File: src/rtl/fp_cmp_pkg.sv
package fp_cmp_pkg;
  localparam int FW = 32;
  localparam int EW = 8;
  localparam int MW = 23;

  typedef enum logic [1:0] {
    CC_EQ  = 2'd0,
    CC_LT  = 2'd1,
    CC_GT  = 2'd2,
    CC_UNO = 2'd3
  } cc_e;

  // Ordering of two non-NaN values by sign and magnitude.
  function automatic cc_e order_num(input logic [FW-1:0] a, input logic [FW-1:0] b);
    logic [FW-2:0] ma, mb;
    logic sa, sb;
    ma = a[FW-2:0];
    mb = b[FW-2:0];
    sa = a[FW-1];
    sb = b[FW-1];
    if (ma == '0 && mb == '0) return CC_EQ;
    if (a == b) return CC_EQ;
    if (sa != sb) return sa ? CC_LT : CC_GT;
    if (!sa) return (ma < mb) ? CC_LT : CC_GT;
    return (ma < mb) ? CC_GT : CC_LT;
  endfunction
endpackage

File: src/rtl/fp_cmp_class.sv
module fp_cmp_class #(
  parameter int FW = 32,
  parameter int EW = 8,
  parameter int MW = 23
) (
  input  logic [FW-1:0] val,
  output logic          is_nan,
  output logic          is_snan,
  output logic          is_zero
);
  localparam int QB = MW - 1;
  logic [EW-1:0] ex;
  logic [MW-1:0] fr;
  assign ex = val[FW-2 -: EW];
  assign fr = val[MW-1:0];
  always_comb begin
    is_nan  = (&ex) && (fr != '0);
    is_snan = is_nan && !fr[QB];
    is_zero = (val[FW-2:0] == '0);
  end
endmodule

File: src/rtl/fp_cmp_order.sv
module fp_cmp_order
  import fp_cmp_pkg::*;
(
  input  logic [FW-1:0] a,
  input  logic [FW-1:0] b,
  input  logic          nan_a,
  input  logic          nan_b,
  output logic [1:0]    cc,
  output logic          unord
);
  always_comb begin
    unord = nan_a | nan_b;
    cc    = unord ? CC_UNO : order_num(a, b);
  end
endmodule

File: src/rtl/fp_cmp_cc.sv
module fp_cmp_cc
  import fp_cmp_pkg::*;
#(
  parameter int STAT_W = 32,
  parameter int CC_LSB = 10
) (
  input  logic              clk,
  input  logic              rst_n,
  input  logic              start,
  input  logic              sig_mode,
  input  logic [FW-1:0]     opa,
  input  logic [FW-1:0]     opb,
  output logic [1:0]        cc_o,
  output logic              invalid_o,
  output logic              done_o,
  output logic [STAT_W-1:0] status_o
);
  logic [1:0] nan_w, snan_w, zero_w;
  logic [FW-1:0] ops [2];
  assign ops[0] = opa;
  assign ops[1] = opb;

  for (genvar g = 0; g < 2; g++) begin : g_cls
    fp_cmp_class #(.FW(FW), .EW(EW), .MW(MW)) u_cls (
      .val(ops[g]), .is_nan(nan_w[g]), .is_snan(snan_w[g]), .is_zero(zero_w[g])
    );
  end

  logic [1:0] cc_w;
  logic unord_w, snan_any_w, inv_w;

  fp_cmp_order u_ord (
    .a(opa), .b(opb), .nan_a(nan_w[0]), .nan_b(nan_w[1]),
    .cc(cc_w), .unord(unord_w)
  );

  assign snan_any_w = |snan_w;
  assign inv_w      = sig_mode ? unord_w : snan_any_w;

  always_ff @(posedge clk) begin
    if (!rst_n) begin
      cc_o      <= CC_EQ;
      invalid_o <= 1'b0;
      done_o    <= 1'b0;
    end else begin
      done_o <= start;
      if (start) begin
        cc_o      <= cc_w;
        invalid_o <= inv_w;
      end
    end
  end

  always_comb begin
    status_o = '0;
    status_o[CC_LSB +: 2] = cc_o;
  end


  done_follows_start_chk: assert property (@(posedge clk) disable iff (!rst_n)
    start |=> done_o);

  done_idle_chk: assert property (@(posedge clk) disable iff (!rst_n)
    !start |=> !done_o);

  sig_unord_inv_chk: assert property (@(posedge clk) disable iff (!rst_n)
    (start && sig_mode && unord_w) |=> (invalid_o && cc_o == CC_UNO));

  quiet_no_snan_chk: assert property (@(posedge clk) disable iff (!rst_n)
    (start && !sig_mode && !snan_any_w) |=> !invalid_o);

  zeros_equal_chk: assert property (@(posedge clk) disable iff (!rst_n)
    (start && (&zero_w)) |=> (cc_o == CC_EQ));

  hold_cc_chk: assert property (@(posedge clk) disable iff (!rst_n)
    !start |=> ($stable(cc_o) && $stable(invalid_o)));

  status_field_chk: assert property (@(posedge clk) disable iff (!rst_n)
    (status_o[CC_LSB +: 2] == cc_o) && ($countones(status_o) == $countones(cc_o)));
endmodule

File: config.mk
export PLATFORM = sky130hd
export DESIGN_NAME = fp_cmp_cc
export DESIGN_NICKNAME = d
export VERILOG_FILES = /design/src/rtl/fp_cmp_pkg.sv /design/src/rtl/fp_cmp_class.sv /design/src/rtl/fp_cmp_order.sv /design/src/rtl/fp_cmp_cc.sv
export SDC_FILE = /design/constraint.sdc
export NUM_CORES = 1
export LEC_CHECK = 0
export BUFFER_PORTS_ARGS = -buffer_cell sky130_fd_sc_hd__buf_2
export CAP_MARGIN = 0
export CORE_MARGIN = 5
export CORE_UTILIZATION = 41
export DETAILED_ROUTE_END_ITERATION = 16
export PLACE_DENSITY = 0.81
export SLEW_MARGIN = 30
export SYNTH_ARGS = -nofsm -noshare
export SYNTH_HDL_FRONTEND = slang
export SYNTH_SLANG_ARGS = --single-unit
File: constraint.sdc
create_clock -name clk -period 3.35 [get_ports clk]
set_input_delay 1.005 -clock clk [delete_from_list [all_inputs] [get_ports clk]]
set_output_delay 1.005 -clock clk [all_outputs]
set_load 0.01 [all_outputs]
# ---- Yosys cells after proc, flatten, opt, wreduce, memory -nomap -nowiden
# Index checks and enable logic that the tools add are counted.
dict set report totals {
  input_bits 68
  word_cells 44
  reg_bits 4
}
dict set report op_classes {
  n_reduce_logical 14
  n_lt_le_gt_ge 1
  n_eq_ne 2
  bitwise_logic 1
  n_mux 23
}
# cell n
set op_table {}
lappend op_table {{$logic_not 31->1} 2}
lappend op_table {{$reduce_bool 23->1} 2}
lappend op_table {{$eq 32x32->1} 1}
lappend op_table {{$lt 31x31->1} 1}
lappend op_table {{$mux 2} 12}
lappend op_table {{$reduce_and 8->1} 2}
lappend op_table {{$mux 1} 11}
lappend op_table {{$logic_and 1x1->1} 5}
lappend op_table {{$logic_not 1->1} 2}
lappend op_table {{$reduce_or 2->1} 1}
lappend op_table {{$ne 1x1->1} 1}
lappend op_table {{$or 1x1->1} 1}

# ---- Longest topological paths before layout
# Gate-level depths: netlist of run 1.
dict set report logic_depth {
  word_depth 14
  depth_mapped 8
  ltp_nobuf 8
}

# ---- Modules after synthesis
# A second synthesis of run 1 with hierarchy kept.
dict set report unflattened {
  cells_unflattened 219
  hier_area_um2 1587.8
}
# mod area_per_inst_um2 seq_area_each_um2 instances cells_per_inst
set modules_own_cells {}
lappend modules_own_cells {fp_cmp_order 978.4 0.0 1 143}
lappend modules_own_cells {fp_cmp_cc 394.1 80.1 1 46}
lappend modules_own_cells {fp_cmp_class 107.6 0.0 2 15}

# ---- Worst setup path before layout of run 1
# No wires, ideal clock.
dict set report synth_timing {
  kind {input-to-reg}
  start {input port opb[21]}
  end {register cc_o[0]}
  t_required_ns 3.223
  path_stages 8
  setup_time_ns 0.127
  arrival_time_ns 2.549
  slack_ns 0.674
  cell_sequence {inv_1 -> ha_1 -> a21oi_2 -> nand2_1 -> a221o_1 -> a2111o_1 -> o2111ai_1 -> nand3_1}
}
dict set report synth_between {
  elab_chain_len 9
}
# element line_no
set synth_rtl {}
lappend synth_rtl {{start: declaration} fp_cmp_cc.sv:12} ;# input logic [FW-1:0] opb,
lappend synth_rtl {{branches (longest 8 deep; another with $lt 31x31->1)} --}
lappend synth_rtl {{$mux 2 *} fp_cmp_order.sv:13} ;# cc = unord ? CC_UNO : order_num(a, b);
lappend synth_rtl {{end signal: assignment} fp_cmp_cc.sv:48} ;# cc_o <= cc_w;
lappend synth_rtl {{end: declaration} fp_cmp_cc.sv:13} ;# output logic [1:0] cc_o,
# Every way passes the cells marked *. The select of a mux whose other input is x is not followed.
# A chain may end at the register's enable or synchronous reset.

# ---- Worst setup path in the final report of run 1
dict set report layout_timing {
  start {input port opb[21]}
  end {register cc_o[1]}
}
# Same word-level chain as after synthesis.

==> flow_summary.ini, run 1 <==
[synthesis]
syn_avg_cell_area_um2 = 7.10
yosysSeqAreaShare_pct = 5.58
ys_types = 31
synth-seq-cells = 4
synth_area_um2 = 1440
ys_warn_count = 0
synth_cells = 202

[cts]
path_clk_slew_ns = 0.04
cts_tree = done
cts_buffers = 3
numClockSinks = 4
cts_resized = 0
clkLatencyLatePin_ns = 0.24
ctsHoldBuffers = 0
clockRootBuffer = clkbuf_4
cts_buffer_depth = 2
postCtsSetupRepairBufs = 0
htree_levels = 1

[global_route]
grt_pass1_vias = 1549
antenna_found_initial = 0
grtUsageTotal_pct = 15.8
grt_pass1_wl_mm = 6.49
grt_max_degree = 7
overflow = 0

[power]
power_density_nw_per_um2 = 171
switching_share_pct = 42.3
p_switching_mw = 0.126
p_leak_nw = 1.01
p_seq_share_pct = 18.3
internal_power_mw = 0.173
pwr-share-comb_pct = 61.4
ir_drop_v = 0.0000748
clockPowerShare_pct = 20.3

[timing]
rsz0062_at_grt = no
fin_tns_setup_ns = 0
post-route-period-util_pct = 79.4
period_needed_ns = 2.66
setup_viol = 0
whs_ns = 0.525
timing.final.ws_setup_ns = 0.691
hold_violations = 0
max_freq_mhz = 376
skew_ns = 0
timing.final.max_slew_violations = 0

[critical_path]
worstPathRequired_ns = 3.47
crit_fanout = 3
startpoint_type = input port
end_kind = flip-flop
path_class = input port to flip-flop
arrival_ns = 2.77

[place]
portBuffers = 73
hpwl_mm = 3.62
pre_cts_slack_ns = 0.450
place.gp.congestion = 0.866

[routing]
routed_via_density = 4.95
drtIter0Drc = 82
ant_nets = 0
vias = 1589
drt_first_pass_iters = 5
drc = 0
wl_mm = 3.92
wl_per_cell_um = 12.2

[run]
cap_violations = 0

[floorplan]
initial_utilization_pct = 42.7
die_area_um2 = 4780
die_y_um = 69.2
num_rows = 21
boundaryPins = 104
fp.coreArea_um2 = 3360
die_w_um = 69.2

[final_layout]
final_nets = 376
syn2layout_area_growth_pct = 21.9
diodes = 0
drive_gt1_share_pct = 29.1

[status]
status = finished, final reports clean

[worst_hold_path]
hold_class = flip-flop to flip-flop
==> cells in the final DEF (no fill, tap or decap), types with 2 or more instances in the layout <==
| cell type | instances |
|---|---|
| inv_1 | 34 |
| a21o_1 | 3 |
| dfxtp_1 | 4 |
| nor4_1 | 14 |
| conb_1 | 30 |
| ha_1 | 31 |
| buf_2 | 73 |
| nor3_1 | 7 |
| o21ai_0 | 5 |
| o2111ai_1 | 2 |
| nand4_1 | 14 |
| a31oi_1 | 2 |
| clkbuf_4 | 3 |
| a21oi_1 | 13 |
| and2_1 | 2 |
| a21oi_2 | 2 |
| o21a_1 | 2 |
| nand3_1 | 6 |
| o21ai_1 | 2 |
| nor2_1 | 3 |
| nand2_1 | 12 |
==> power by group through the flow <==
stage	sequential [mW]	clock, mW	combinational, mW
after floorplan	0.0577	0	0.129
after global placement	0.0556	0	0.178
after detailed placement	0.0556	0	0.181
after CTS	0.0549	0.0621	0.183
after global routing	0.0554	0.0667	0.211
final	0.0547	0.0607	0.184
==> sequential cells by signal, summed over array words and instances, names as in the netlist <==
register / flops
invalid_o: 1
cc_o: 2
done_o: 1
==> routing by layer <==
layer | share of wire (%) | GRT usage [%]
met5 | 0 | 0
met4 | 1.0 | 4.77
met3 | 8.5 | 3.20
met2 | 50 | 27.5
met1 | 41 | 19.2
==> Yosys cell counts, drive strengths merged <==
master,n,area [µm²]
a31oi,2,12.5
a21o,3,22.5
ha,31,388
nand4,14,87.6
nand2b,1,6.26
nand3b,1,7.51
buf,32,240
o21a,2,15.0
a2111o,1,11.3
nand3,6,30.0
o311ai,1,8.76
inv,34,128
xor2,1,8.76
o21ai,7,35.0
a31o,1,8.76
dfxtp,4,80.1
nor2,3,11.3
nor2b,1,6.26
conb,1,3.75
a2111oi,1,15.0
and4,1,8.76
nor3,7,35.0
a221o,1,10.0
a21oi,15,82.6
o2111ai,2,17.5
nor4,14,87.6
and2b,1,10.0
nand2,12,45.0
and2,2,12.5
==> through the flow <==
step | utilization (%) | cell area, µm² | power (mW) | cells
after global routing | 52.0 | 1750 | 0.333 | 321
after detailed placement | 51.3 | 1730 | 0.237 | 318
after CTS | 52.0 | 1750 | 0.300 | 321
final | 52.0 | 1750 | 0.299 | 321
after global placement | 51.3 | 1730 | 0.233 | 318
after floorplan | - | 1540 | 0.187 | 231
==> logic make-up (layout without fill, tap and decap cells) <==
family / Yosys count / count (layout) / synth area share (%)
AOI/OAI and AO/OA: 36 / 36 / 16.7
xor gates and xnor gates: 1 / 1 / 0.610
adders and majority gates: 31 / 31 / 27.0
and+or+nand+nor: 63 / 63 / 24.2
DFF: 4 / 4 / 5.58
other: 1 / 30 / 0.261
buffers and inverters: 66 / 110 / 25.6
==> worst paths after layout <==
check	end	slack (ns)	startpoint	cells past startpoint
setup / recovery	cc_o[1]	0.69	opb[21]	9
hold / removal	invalid_o	0.52	invalid_o	2
setup reg to reg	cc_o[1]	2.39	cc_o[1]	4
hold reg to reg	invalid_o	0.52	invalid_o	2
==> final cells by class <==
class | instances | area, µm²
multi-input cells | 161 | 1100
clock buffers | 3 | 22.5
flip-flops and latches | 4 | 80.1
inverters | 34 | 128
fillers | 352 | 1610
well taps | 46 | 57.6
repair buffers | 73 | 365
==> worst max-delay path: stages <==
cell       delay [ns]
buf_2            0.09
inv_1            0.05
ha_1             0.31
a21oi_2          0.14
nand2_1          0.06
a221o_1          0.37
a2111o_1         0.45
o2111ai_1        0.21
nand3_1          0.09
Note: power is estimated with default switching activity, not from simulation.
==> run 2, diff against run 1 <==
--- a/config.mk
+++ b/config.mk
@@ -5,12 +5,13 @@
 export SDC_FILE = /design/constraint.sdc
 export NUM_CORES = 1
 export LEC_CHECK = 0
+export ABC_AREA = 1
 export BUFFER_PORTS_ARGS = -buffer_cell sky130_fd_sc_hd__buf_2
 export CAP_MARGIN = 0
 export CORE_MARGIN = 5
-export CORE_UTILIZATION = 41
+export CORE_UTILIZATION = 40
 export DETAILED_ROUTE_END_ITERATION = 16
-export PLACE_DENSITY = 0.81
+export PLACE_DENSITY = 0.79
 export SLEW_MARGIN = 30
 export SYNTH_ARGS = -nofsm -noshare
 export SYNTH_HDL_FRONTEND = slang
==> constraint.sdc (replaced) <==
create_clock -name clk -period 2.1 [get_ports clk]
set_input_delay 0.63 -clock clk [delete_from_list [all_inputs] [get_ports clk]]
set_output_delay 0.63 -clock clk [all_outputs]
set_load 0.01 [all_outputs]
==> flow_summary.ini, run 2 <==
[final_layout]
stdcell_count = 412
fillerInstances = 459
fin_util_pct = 50.3
syn2layout_area_growth_pct = 21.3
final_common_cell = buf_2
fin_area_um2 = 2010
regMostFlops = cc_o
multi_input_area_um2 = 1240
layout_common_cells = 73 x buf_2, 64 x nand2_1, 41 x inv_1
seq_area_um2 = 80.1
largestRegisters = cc_o: 2 flops, done_o: 1 flops, invalid_o: 1 flops
largest_reg_flops = 2
drive_gt1_share_pct = 26.2
diodes = 0
final_nets = 463

[synthesis]
ys_warn_count = 0
yosysMostFrequentCell = nand2_1
syn_avg_cell_area_um2 = 5.78
synth_flop_cell = dfxtp_1
synth_edf_count = 0
synth_top_area_cell = ha_1
ys_types = 24
synthArstFlopShare_pct = 0
synth-seq-cells = 4
synth_common_cells = 64 x nand2_1, 41 x inv_1, 39 x nor2_1, 32 x buf_4, 31 x ha_1
yosysSeqAreaShare_pct = 4.83
synth_top_area_share_pct = 23.4
synth_area_leaders = ha_1 23%, buf_4 14%, nand2_1 14%
synth_area_um2 = 1660
synth_cells = 287

[cts]
path_clk_slew_ns = 0.03
cts_buffers = 3
clockRootBuffer = clkbuf_8
cts_resized = 0
ctsHoldBuffers = 0
numClockSinks = 4
cts_buffer_depth = 2
cts_tree = done
clkLatencyLatePin_ns = 0.21
htree_levels = 1
postCtsSetupRepairBufs = 0

[power]
clockPowerShare_pct = 28.0
power_density_nw_per_um2 = 280
p_seq_share_pct = 15.0
totalPowerFinal_mw = 0.563
p_leak_nw = 1.26
ir_drop_v = 0.000109
p_switching_mw = 0.227
internal_power_mw = 0.337
pwr-share-comb_pct = 57.0
switching_share_pct = 40.2

[critical_path]
path_class = input port to flip-flop
arrival_ns = 1.88
end_kind = flip-flop
reg2regPathDepth = 2
crit_fanout = 3
worstPathRequired_ns = 2.19
startpoint_type = input port

[routing]
vias = 1851
routed_via_density = 4.49
wl_mm = 4.29
wl_per_cell_um = 10.4
drc = 0
drt_first_pass_iters = 4
drtIter0Drc = 62
ant_nets = 0

[place]
portBuffers = 73
dp_cells = 409
place_area_um2 = 1970
pre_cts_slack_ns = 0.0885
hpwl_mm = 4.01
place.gp.congestion = 0.834

[global_route]
grt_pass1_vias = 1745
antenna_found_initial = 0
overflow = 0
grtUsageTotal_pct = 15.5
grt_max_degree = 6
grt_pass1_wl_mm = 7.06

[timing]
setup_viol = 0
whs_ns = 0.465
skew_ns = 0
period_needed_ns = 1.78
max_freq_mhz = 561
timing.final.max_slew_violations = 0
post-route-period-util_pct = 84.9
fin_tns_setup_ns = 0
hold_violations = 0
timing.final.ws_setup_ns = 0.316
rsz0062_at_grt = no

[run]
cap_violations = 0

[worst_hold_path]
holdPathStages = 2
hold_class = flip-flop to flip-flop

[floorplan]
boundaryPins = 104
fp.coreArea_um2 = 4000
die_area_um2 = 5540
initial_utilization_pct = 41.5
die_y_um = 74.4
num_rows = 23
die_w_um = 74.4

[status]
status = finished, final reports clean
[run 2: final timing paths]
| check | startpoint | end | slack [ns] |
|---|---|---|---|
| max | opb[30] | cc_o[0] | 0.32 |
| min | invalid_o | invalid_o | 0.47 |
| max reg2reg | cc_o[0] | cc_o[0] | 1.41 |
| min reg2reg | invalid_o | invalid_o | 0.47 |
[run 2: power groups by stage]
stage	clock network, mW	logic (mW)	registers (mW)
floorplan	0	0.235	0.0880
global placement	0	0.313	0.0854
detailed placement	0	0.319	0.0855
CTS	0.161	0.322	0.0845
global route	0.168	0.376	0.0853
finish	0.158	0.321	0.0844
[run 2: layout make-up]
type / count / share of cell area [%]
Tap cell: 50 / 3.11
Sequential cell: 4 / 3.98
Multi-Input combinational cell: 226 / 61.9
Clock buffer: 3 / 2.05
Timing Repair Buffer: 75 / 18.9
Inverter: 54 / 10.1
[run 2: cell families after synthesis]
| logic type | count (synthesis) | synth area share [%] |
|---|---|---|
| AO/OA/AOI/OAI | 19 | 6.56 |
| AND/OR/NAND/NOR | 146 | 38.3 |
| adder cells (fa/ha/maj) | 31 | 23.4 |
| buffers and inverters | 86 | 26.7 |
| other | 1 | 0.226 |
| flip-flops | 4 | 4.83 |
[run 2: worst max-delay path, cell delays in order]
cell     delay [ns]
buf_2          0.09
inv_1          0.05
ha_1           0.29
nand2_1        0.08
nor2_2         0.12
and2_4         0.16
and3_1         0.15
nand2_2        0.06
nand2_1        0.07
nand2_1        0.05
nand3_1        0.06
a21oi_1        0.07
[run 2: metal layers]
| metal | track usage, % | vias up | part of all wire, % |
|---|---|---|---|
| met2 | 28.6 | 53 | 50 |
| met3 | 1.89 | 2 | 7.2 |
| met4 | 2.37 | 0 | 0.28 |
| li1 | - | 1000 | - |
| met1 | 19.4 | 796 | 42 |
| met5 | 0 | - | 0 |
==> run 3, diff against run 2 <==
--- a/config.mk
+++ b/config.mk
@@ -5,11 +5,11 @@
 export SDC_FILE = /design/constraint.sdc
 export NUM_CORES = 1
 export LEC_CHECK = 0
-export ABC_AREA = 1
+export ABC_AREA = 0
 export BUFFER_PORTS_ARGS = -buffer_cell sky130_fd_sc_hd__buf_2
 export CAP_MARGIN = 0
 export CORE_MARGIN = 5
-export CORE_UTILIZATION = 40
+export CORE_UTILIZATION = 38
 export DETAILED_ROUTE_END_ITERATION = 16
 export PLACE_DENSITY = 0.79
 export SLEW_MARGIN = 30
==> constraint.sdc (replaced) <==
create_clock -name clk -period 1.49 [get_ports clk]
set_input_delay 0.447 -clock clk [delete_from_list [all_inputs] [get_ports clk]]
set_output_delay 0.447 -clock clk [all_outputs]
set_load 0.01 [all_outputs]
==> flow_summary.ini, run 3 (same netlist as run 1, synthesis figures left out) <==
[floorplan]
fp.coreArea_um2 = 3660
die_w_um = 71.5
die_y_um = 71.5
die_area_um2 = 5110
num_rows = 22
initial_utilization_pct = 39.2
boundaryPins = 104

[routing]
vias = 1803
ant_nets = 0
wl_mm = 4.57
drt_first_pass_iters = 4
drtIter0Drc = 69
routed_via_density = 4.87
drc = 0
wl_per_cell_um = 12.4

[final_layout]
diodes = 0
fillerInstances = 343
final_nets = 423
largest_reg_flops = 2
fin_area_um2 = 2310
largestRegisters = cc_o: 2 flops, done_o: 1 flops, invalid_o: 1 flops
drive_gt1_share_pct = 46.9
layout_common_cells = 69 x buf_2, 47 x buf_4, 30 x conb_1
final_common_cell = buf_2
syn2layout_area_growth_pct = 60.8
regMostFlops = cc_o

[run]
cap_violations = 0

[timing]
setup_viol = 2
timing.final.ws_setup_ns = -0.486
max_freq_mhz = 506
hold_violations = 0
timing.final.max_slew_violations = 0
whs_ns = 0.479
rsz0062_at_grt = yes
period_needed_ns = 1.98
post-route-period-util_pct = 133
fin_tns_setup_ns = -0.957
skew_ns = 0

[cts]
clockRootBuffer = clkbuf_8
cts_tree = done
cts_buffers = 3
clkLatencyLatePin_ns = 0.22
numClockSinks = 4
path_clk_slew_ns = 0.03
cts_buffer_depth = 2
ctsHoldBuffers = 0
htree_levels = 1

[place]
place.gp.congestion = 0.882
pre_cts_slack_ns = -0.766
place_area_um2 = 2130
hpwl_mm = 3.95
portBuffers = 73

[power]
power_density_nw_per_um2 = 401
p_leak_nw = 1.26
ir_drop_v = 0.000221

[worst_hold_path]
hold_class = input port to flip-flop
min_from = rst_n

[critical_path]
arrival_ns = 2.07
crit_fanout = 2
end_kind = flip-flop
worstPathRequired_ns = 1.59
path_class = input port to flip-flop
r2r-start = cc_o[1]
startpoint_type = input port
crit_path_start = opb[20]

[status]
failed_checks = negative setup slack
status = finished with violations

[global_route]
met1_usage_pct = 19.1
use_met3_pct = 2.24
gr-usage-met2_pct = 28.0
grt_max_degree = 7
grt_most_used_layer = met2
overflow = 0
grt_pass1_vias = 1651
antenna_found_initial = 0
grt_pass1_wl_mm = 6.66
grtUsageTotal_pct = 15.7
==> run 3: path summary, 6_finish.rpt <==
| path | slack [ns] | to | cells past startpoint |
|---|---|---|---|
| max | -0.49 | cc_o[0] | 9 |
| min | 0.48 | done_o | 2 |
| max reg2reg | 0.51 | cc_o[1] | 4 |
| min reg2reg | 0.57 | invalid_o | 2 |
==> run 3: where the power goes <==
group / switching (mW) / internal, mW
Combinational: 0.278 / 0.291
Clock: 0.0598 / 0.172
Sequential: 0.00607 / 0.118
==> run 3: metal layers <==
metal,up-vias,wire [µm]
li1,912,-
met1,814,1860
met2,70,2290
met3,7,357
met4,0,66
met5,-,0
==> run 3: repair_timing <==
item,CTS,global route
gates cloned,0,0
resized for setup,11,12
pin swaps,5,5
setup endpoints to repair,3,3
setup buffers,2,0
==> run 3: layout make-up <==
| type | count | area (µm²) | share of cell area (%) |
|---|---|---|---|
| repair buffers | 120 | 751 | 32.5 |
| well taps | 48 | 60.1 | 2.60 |
| multi-input cells | 161 | 1230 | 53.4 |
| clock buffers | 3 | 41.3 | 1.79 |
| flip-flops and latches | 4 | 80.1 | 3.47 |
| inverters | 34 | 143 | 6.18 |
==> run 3: stage by stage <==
stage                     total power [mW]  std cells  util [%]
after CTS                            0.905        370      61.3
final                                0.926        370      63.0
after global placement               0.633        365      58.3
after detailed placement             0.647        365      58.3
after global routing                  1.00        370      63.0
after floorplan                      0.435        231         -
==> run 3: worst max-delay path, cell delays in order <==
cell,delay (ns)
buf_2,0.10
inv_2,0.04
ha_4,0.24
nand4_1,0.11
inv_1,0.06
a221o_1,0.36
a2111o_1,0.42
o2111ai_2,0.21
nand3_1,0.08
